$ cat src/rtl/slot_trk_pkg.sv
package slot_trk_pkg;

    typedef enum logic [1:0] {
        ERR_OK    = 2'd0,
        ERR_FULL  = 2'd1,
        ERR_RANGE = 2'd2,
        ERR_BUSY  = 2'd3
    } slot_err_e;

    typedef enum logic [1:0] {
        OP_NONE  = 2'd0,
        OP_ALLOC = 2'd1,
        OP_CLAIM = 2'd2,
        OP_FREE  = 2'd3
    } slot_op_e;

endpackage

$ cat src/rtl/slot_req_arbiter.sv
module slot_req_arbiter
    import slot_trk_pkg::*;
#(
    parameter int SLOT_W = 6
) (
    input  logic              alloc_req,
    input  logic              claim_req,
    input  logic [SLOT_W-1:0] claim_slot,
    input  logic              release_req,
    input  logic [SLOT_W-1:0] release_slot,
    output slot_op_e          op,
    output logic [SLOT_W-1:0] op_slot
);

    // Fixed priority: allocate, then claim, then release.
    always_comb begin
        op      = OP_NONE;
        op_slot = '0;
        if (alloc_req) begin
            op = OP_ALLOC;
        end else if (claim_req) begin
            op      = OP_CLAIM;
            op_slot = claim_slot;
        end else if (release_req) begin
            op      = OP_FREE;
            op_slot = release_slot;
        end
    end

endmodule

$ cat src/rtl/slot_first_free.sv
module slot_first_free #(
    parameter int NUM_SLOTS = 32,
    localparam int IDX_W = $clog2(NUM_SLOTS)
) (
    input  logic [NUM_SLOTS-1:0] occ,
    output logic                 found,
    output logic [IDX_W-1:0]     idx
);

    // free_seen[i] is set when some slot below i is free.
    logic [NUM_SLOTS:0]   free_seen;
    logic [NUM_SLOTS-1:0] first_hot;

    assign free_seen[0] = 1'b0;

    genvar gi;
    generate
        for (gi = 0; gi < NUM_SLOTS; gi++) begin : g_chain
            assign first_hot[gi]   = ~occ[gi] & ~free_seen[gi];
            assign free_seen[gi+1] = free_seen[gi] | ~occ[gi];
        end
    endgenerate

    assign found = free_seen[NUM_SLOTS];

    always_comb begin
        idx = '0;
        for (int i = 0; i < NUM_SLOTS; i++) begin
            if (first_hot[i]) idx = idx | IDX_W'(i);
        end
    end

endmodule

$ cat src/rtl/slot_map_core.sv
module slot_map_core
    import slot_trk_pkg::*;
#(
    parameter int NUM_SLOTS = 32,
    parameter int SLOT_W    = 6,
    parameter int HOST_SLOT = 0,
    localparam int IDX_W = $clog2(NUM_SLOTS)
) (
    input  logic                 clk,
    input  logic                 rst_n,
    input  slot_op_e             op,
    input  logic [SLOT_W-1:0]    op_slot,
    input  logic                 free_found,
    input  logic [IDX_W-1:0]     free_idx,
    output logic [NUM_SLOTS-1:0] occ,
    output logic                 rsp_valid,
    output logic [SLOT_W-1:0]    rsp_slot,
    output slot_err_e            rsp_err
);

    localparam logic [SLOT_W:0]    SLOT_LIMIT = (SLOT_W+1)'(NUM_SLOTS);
    localparam logic [NUM_SLOTS-1:0] RESET_MAP = NUM_SLOTS'(1) << HOST_SLOT;

    typedef struct packed {
        logic [NUM_SLOTS-1:0] map;
        logic                 vld;
        logic [SLOT_W-1:0]    slot;
        slot_err_e            err;
    } trk_state_t;

    trk_state_t st_d, st_q;
    logic       in_range;
    logic [IDX_W-1:0] sel;

    assign in_range = {1'b0, op_slot} < SLOT_LIMIT;
    assign sel      = op_slot[IDX_W-1:0];

    always_comb begin
        st_d      = st_q;
        st_d.vld  = (op != OP_NONE);
        st_d.slot = op_slot;
        st_d.err  = ERR_OK;
        case (op)
            OP_ALLOC: begin
                if (free_found) begin
                    st_d.map[free_idx] = 1'b1;
                    st_d.slot          = SLOT_W'(free_idx);
                end else begin
                    st_d.err  = ERR_FULL;
                    st_d.slot = '0;
                end
            end
            OP_CLAIM: begin
                if (!in_range) begin
                    st_d.err = ERR_RANGE;
                end else if (st_q.map[sel]) begin
                    st_d.err = ERR_BUSY;
                end else begin
                    st_d.map[sel] = 1'b1;
                end
            end
            OP_FREE: begin
                if (!in_range) begin
                    st_d.err = ERR_RANGE;
                end else begin
                    st_d.map[sel] = 1'b0;
                end
            end
            default: begin
                st_d.slot = '0;
            end
        endcase
    end

    always_ff @(posedge clk or negedge rst_n) begin
        if (!rst_n) begin
            st_q.map  <= RESET_MAP;
            st_q.vld  <= 1'b0;
            st_q.slot <= '0;
            st_q.err  <= ERR_OK;
        end else begin
            st_q <= st_d;
        end
    end

    assign occ       = st_q.map;
    assign rsp_valid = st_q.vld;
    assign rsp_slot  = st_q.slot;
    assign rsp_err   = st_q.err;

    // a successful allocate flips exactly one bit, from free to taken
    a_r3_alloc_sets_one: assert property (@(posedge clk) disable iff (!rst_n)
        (op == OP_ALLOC) |=> (rsp_err == ERR_FULL) ||
            (($countones(occ ^ $past(occ)) == 1) && occ[rsp_slot[IDX_W-1:0]]));

    // nothing free leaves the map as it was
    a_r4_full_no_change: assert property (@(posedge clk) disable iff (!rst_n)
        (rsp_valid && rsp_err == ERR_FULL) |-> $stable(occ));

    // out-of-range numbers are rejected without touching the map
    a_r5_r8_range_reject: assert property (@(posedge clk) disable iff (!rst_n)
        ((op == OP_CLAIM || op == OP_FREE) && !in_range) |=>
            (rsp_err == ERR_RANGE) && $stable(occ));

    // claim of a taken slot leaves the map as it was
    a_r6_busy_no_change: assert property (@(posedge clk) disable iff (!rst_n)
        (rsp_valid && rsp_err == ERR_BUSY) |-> $stable(occ));

    // in-range release always succeeds and the bit ends clear
    a_r7_release_clears: assert property (@(posedge clk) disable iff (!rst_n)
        (op == OP_FREE && in_range) |=>
            (rsp_err == ERR_OK) && !occ[$past(sel)]);

    // idle cycle gives no response and no map change
    a_r10_idle_quiet: assert property (@(posedge clk) disable iff (!rst_n)
        (op == OP_NONE) |=> !rsp_valid && $stable(occ));

endmodule

$ cat src/rtl/slot_alloc_tracker.sv
module slot_alloc_tracker
    import slot_trk_pkg::*;
#(
    parameter int NUM_SLOTS = 32,
    parameter int SLOT_W    = 6,
    parameter int HOST_SLOT = 0,
    localparam int IDX_W = $clog2(NUM_SLOTS)
) (
    input  logic                 clk,
    input  logic                 rst_n,
    input  logic                 alloc_req,
    input  logic                 claim_req,
    input  logic [SLOT_W-1:0]    claim_slot,
    input  logic                 release_req,
    input  logic [SLOT_W-1:0]    release_slot,
    output logic                 rsp_valid,
    output logic [SLOT_W-1:0]    rsp_slot,
    output logic [1:0]           rsp_err,
    output logic [NUM_SLOTS-1:0] occupancy
);

    slot_op_e          op;
    logic [SLOT_W-1:0] op_slot;
    logic              free_found;
    logic [IDX_W-1:0]  free_idx;
    slot_err_e         err_e;

    slot_req_arbiter #(.SLOT_W(SLOT_W)) u_arb (
        .alloc_req    (alloc_req),
        .claim_req    (claim_req),
        .claim_slot   (claim_slot),
        .release_req  (release_req),
        .release_slot (release_slot),
        .op           (op),
        .op_slot      (op_slot)
    );

    slot_first_free #(.NUM_SLOTS(NUM_SLOTS)) u_ff (
        .occ   (occupancy),
        .found (free_found),
        .idx   (free_idx)
    );

    slot_map_core #(
        .NUM_SLOTS (NUM_SLOTS),
        .SLOT_W    (SLOT_W),
        .HOST_SLOT (HOST_SLOT)
    ) u_core (
        .clk        (clk),
        .rst_n      (rst_n),
        .op         (op),
        .op_slot    (op_slot),
        .free_found (free_found),
        .free_idx   (free_idx),
        .occ        (occupancy),
        .rsp_valid  (rsp_valid),
        .rsp_slot   (rsp_slot),
        .rsp_err    (err_e)
    );

    assign rsp_err = err_e;

    // with allocate present, claim and release outcomes never appear
    a_r9_alloc_wins: assert property (@(posedge clk) disable iff (!rst_n)
        alloc_req |=> rsp_valid && (rsp_err == 2'd0 || rsp_err == 2'd1));

    // any strobe yields a response in the next cycle
    a_r10_response_next: assert property (@(posedge clk) disable iff (!rst_n)
        (alloc_req || claim_req || release_req) |=> rsp_valid);

endmodule

$ cat config.mk
export PLATFORM = sky130hd
export DESIGN_NAME = slot_alloc_tracker
export DESIGN_NICKNAME = d
export VERILOG_FILES = /design/src/rtl/slot_trk_pkg.sv /design/src/rtl/slot_req_arbiter.sv /design/src/rtl/slot_first_free.sv /design/src/rtl/slot_map_core.sv /design/src/rtl/slot_alloc_tracker.sv
export SDC_FILE = /design/constraint.sdc
export NUM_CORES = 1
export LEC_CHECK = 0
export ABC_AREA = 1
export CORE_AREA = 2 2 106 118
export CTS_CLUSTER_DIAMETER = 30
export DETAILED_ROUTE_END_ITERATION = 6
export DIE_AREA = 0 0 108 120
export GPL_ROUTABILITY_DRIVEN = 0
export PLACE_DENSITY = 0.53
export REMOVE_ABC_BUFFERS = 1
export SYNTH_ARGS = -nofsm -noshare
export SYNTH_HDL_FRONTEND = slang
export SYNTH_SLANG_ARGS = --single-unit
$ cat constraint.sdc
create_clock -name clk -period 3.3 [get_ports clk]
set_input_delay 0.66 -clock clk [delete_from_list [all_inputs] [get_ports clk]]
set_output_delay 0.66 -clock clk [all_outputs]
set_load 0.02 [all_outputs]
==> flow_metrics.py <==
metrics = {
    "outcome": {
        "status": "finished, final reports clean",
    },
    "floorplanning": {
        "die_x_um": 108,
        "top_level_ports": 58,
        "core_area_um2": 11800,
        "die-area_um2": 13000,
        "initial_core_util_pct": 29.2,
        "dieHeight_um": 120,
        "num_rows": 42,
    },
    "power_and_ir_drop": {
        "power.leakage_nw": 2.20,
        "ir_drop_v": 0.000340,
        "power_density_nw_per_um2": 649,
        "finalPower_mw": 3.07,
    },
    "yosys": {
        "synth-simple-area-share_pct": 44.9,
        "synth_xor_area_share_pct": 0,
        "synth_compound_area_share_pct": 14.1,
        "synth_area_leaders": "dfrtp_1 29%, nand2_1 19%, nor2_1 8.4%",
        "netlist_area_um2": 3450,
        "synth_top_family_by_area": "simple AND/OR/NAND/NOR gates",
        "synthAdderAreaFrac_pct": 0,
        "synth_top_area_share_pct": 29.0,
        "yosys.area.top_type": "dfrtp_1",
        "ys_warn_count": 0,
        "synth_mux_area_share_pct": 0,
        "synthesis.instances": 571,
        "ys_seq_area_share_pct": 29.7,
        "syn_avg_cell_area_um2": 6.05,
        "ys_ff_latch": 41,
        "ys_types": 40,
    },
    "detailed_routing": {
        "drt_iter0_drc": 294,
        "drt_wl_total_mm": 12.4,
        "drt-vias-per-instance": 4.96,
        "detail-route-antenna-nets": 0,
        "wl_per_cell_um": 15.0,
        "drc": 0,
        "vias": 4086,
        "detail_route.first_pass.iterations": 5,
    },
    "clock_tree": {
        "htree_levels": 2,
        "insertion_delay_ns": 0.29,
        "clockBufferDepth": 2,
        "clk_pin_slew_ns": 0.06,
        "cts_tree": "yes",
        "clkSinkCount": 41,
        "root_buffer": "clkbuf_16",
        "numCtsBuffers": 5,
    },
    "placement": {
        "place.detailed.hpwl_mm": 9.66,
        "portBuffers": 57,
        "dpl_cell_area_um2": 4500,
    },
    "timing": {
        "tns_ns": 0,
        "tightest_slew_ns": 0.974,
        "layout_min_cycle_time_ns": 3.11,
        "slew_headroom_pct": 35.1,
        "report.final.setup_viol": 0,
        "clock.fmax_ghz": 0.321,
        "slew_violations": 0,
        "finClkSkew_ns": 0.00696,
        "finalHoldWorstSlack_ns": 0.530,
        "fin_crit_sh_pct": 94.3,
        "hold_viol_final": 0,
    },
    "worst_setup_path": {
        "path_class": "input port to register",
        "required_ns": 3.47,
        "cp-start-kind": "input port",
        "cp_max_fo": 11,
        "end_kind": "register",
        "worstPathArrival_ns": 3.28,
    },
    "grt": {
        "antenna_found_initial": 0,
        "grt_first_pass_wirelength_mm": 20.5,
        "grt_pass1_vias": 4167,
        "grt_max_degree": 42,
        "gr-usage-all-layers_pct": 20.1,
        "grt_overflow": 0,
    },
    "layout": {
        "postLayoutCoreUtil_pct": 40.0,
        "syn_to_final_growth_pct": 36.9,
        "final_area_um2": 4730,
        "n_antenna_cell": 0,
        "drive_above_1_share_pct": 15.5,
        "nNetsFinal": 686,
    },
    "run": {
        "cap_violations": 0,
    },
    "hold_path": {
        "holdCritPathClass": "input port to async pin",
    },
}
-- final cells by class --
class / count / area, um^2
multi-input combinational: 433 / 2080
tap: 154 / 193
sequential: 41 / 1030
clock buffer: 7 / 143
inverter: 79 / 297
fill: 1285 / 7100
clock inverter: 1 / 30.0
timing repair buffer: 109 / 958
-- registers in the layout, summed over array words and instances (netlist names) --
name              cells
u_core.rsp_err        2
u_core.occ           32
u_core.rsp_valid      1
u_core.rsp_slot       6
-- path summary, 6_finish.rpt --
check	startpoint	end	slack, ns	depth (start not counted)
max	release_req	u_core.occ[3]	0.19	19
min	rst_n	u_core.occ[7]	0.53	1
max reg2reg	u_core.occ[0]	u_core.occ[11]	0.27	18
min reg2reg	u_core.occ[0]	u_core.occ[0]	0.53	2
max in group asynchronous	rst_n	u_core.rsp_valid	2.16	1
min in group clk	u_core.occ[0]	u_core.occ[0]	0.53	2
-- layer usage --
| metal | track usage [%] | vias to the layer above | wire [um] |
|---|---|---|---|
| li1 | - | 2040 | - |
| met1 | 24.8 | 1906 | 5440 |
| met2 | 35.4 | 117 | 6100 |
| met3 | 2.72 | 23 | 534 |
| met4 | 7.13 | 0 | 293 |
| met5 | 0 | - | 0 |
-- cells by family (layout without fill, tap and decap cells) --
| family | Yosys count | in the layout |
|---|---|---|
| and+or+nand+nor | 349 | 349 |
| buffers and inverters | 97 | 196 |
| AOI/OAI and AO/OA | 84 | 84 |
| DFF | 41 | 41 |
-- report_power, final --
| part | leakage (nW) | internal, mW | switching, mW |
|---|---|---|---|
| logic | 1.61 | 0.631 | 1.06 |
| clock network | 0.0841 | 0.378 | 0.202 |
| registers | 0.506 | 0.622 | 0.172 |
-- through the flow --
| step | setup slack [ns] | cells |
|---|---|---|
| floorplan | -0.0683 | 553 |
| global placement | -0.244 | 815 |
| detailed placement | -0.272 | 815 |
| CTS | 0.0265 | 823 |
| global route | -0.00991 | 824 |
| finish | 0.187 | 824 |
-- worst max-delay path, stage by stage --
cell and delay (ns):
clkdlybuf4s50_1 0.45, inv_1 0.06, nor2_4 0.11, nand2_1 0.06
nand2_1 0.08, nand2_1 0.10, inv_1 0.11, nand2_2 0.14
buf_4 0.19, o221ai_2 0.20, a22o_1 0.17, nor2_1 0.05
nand4_1 0.11, nand2_2 0.10, nor2_2 0.16, nand2_4 0.09
buf_4 0.19, o21ai_0 0.16, nand2_1 0.09
-- placed cells by master (no fill, tap or decap), types with 3 or more instances in the layout --
| cell type | instances |
|---|---|
| nand2_1 | 175 |
| o22ai_1 | 8 |
| inv_2 | 6 |
| nor3_1 | 7 |
| clkbuf_16 | 5 |
| nand2_2 | 9 |
| nand3_1 | 36 |
| nor2_2 | 15 |
| nor2_1 | 72 |
| nand4_1 | 17 |
| a21oi_1 | 9 |
| o21ai_0 | 49 |
| nand3b_1 | 4 |
| nand4_2 | 3 |
| dfrtp_1 | 40 |
| nor2_4 | 5 |
| buf_4 | 52 |
| clkdlybuf4s50_1 | 55 |
| inv_1 | 72 |
| a22o_1 | 3 |
-- synthesized netlist by cell type, drive strengths merged --
master,number
dfstp,1
a31oi,1
nor3b,1
inv,78
nor3,8
o211ai,1
nor2,92
a221oi,2
nand3,37
nor4,1
o21ai,50
a21oi,9
o2111ai,2
nand2,185
nand4,21
clkbuf,6
o41ai,2
o311ai,1
dfrtp,40
o22ai,8
buf,12
nand3b,4
o221ai,1
a22o,3
a22oi,1
o21bai,2
o31ai,1
clkinv,1
-- timing repair --
item	CTS	global route
hold buffers	0	0
resized for setup	0	17
setup buffers	0	1
hold endpoints to repair	0	0
setup endpoints to repair	0	32
(Power assumes the default switching activity.)
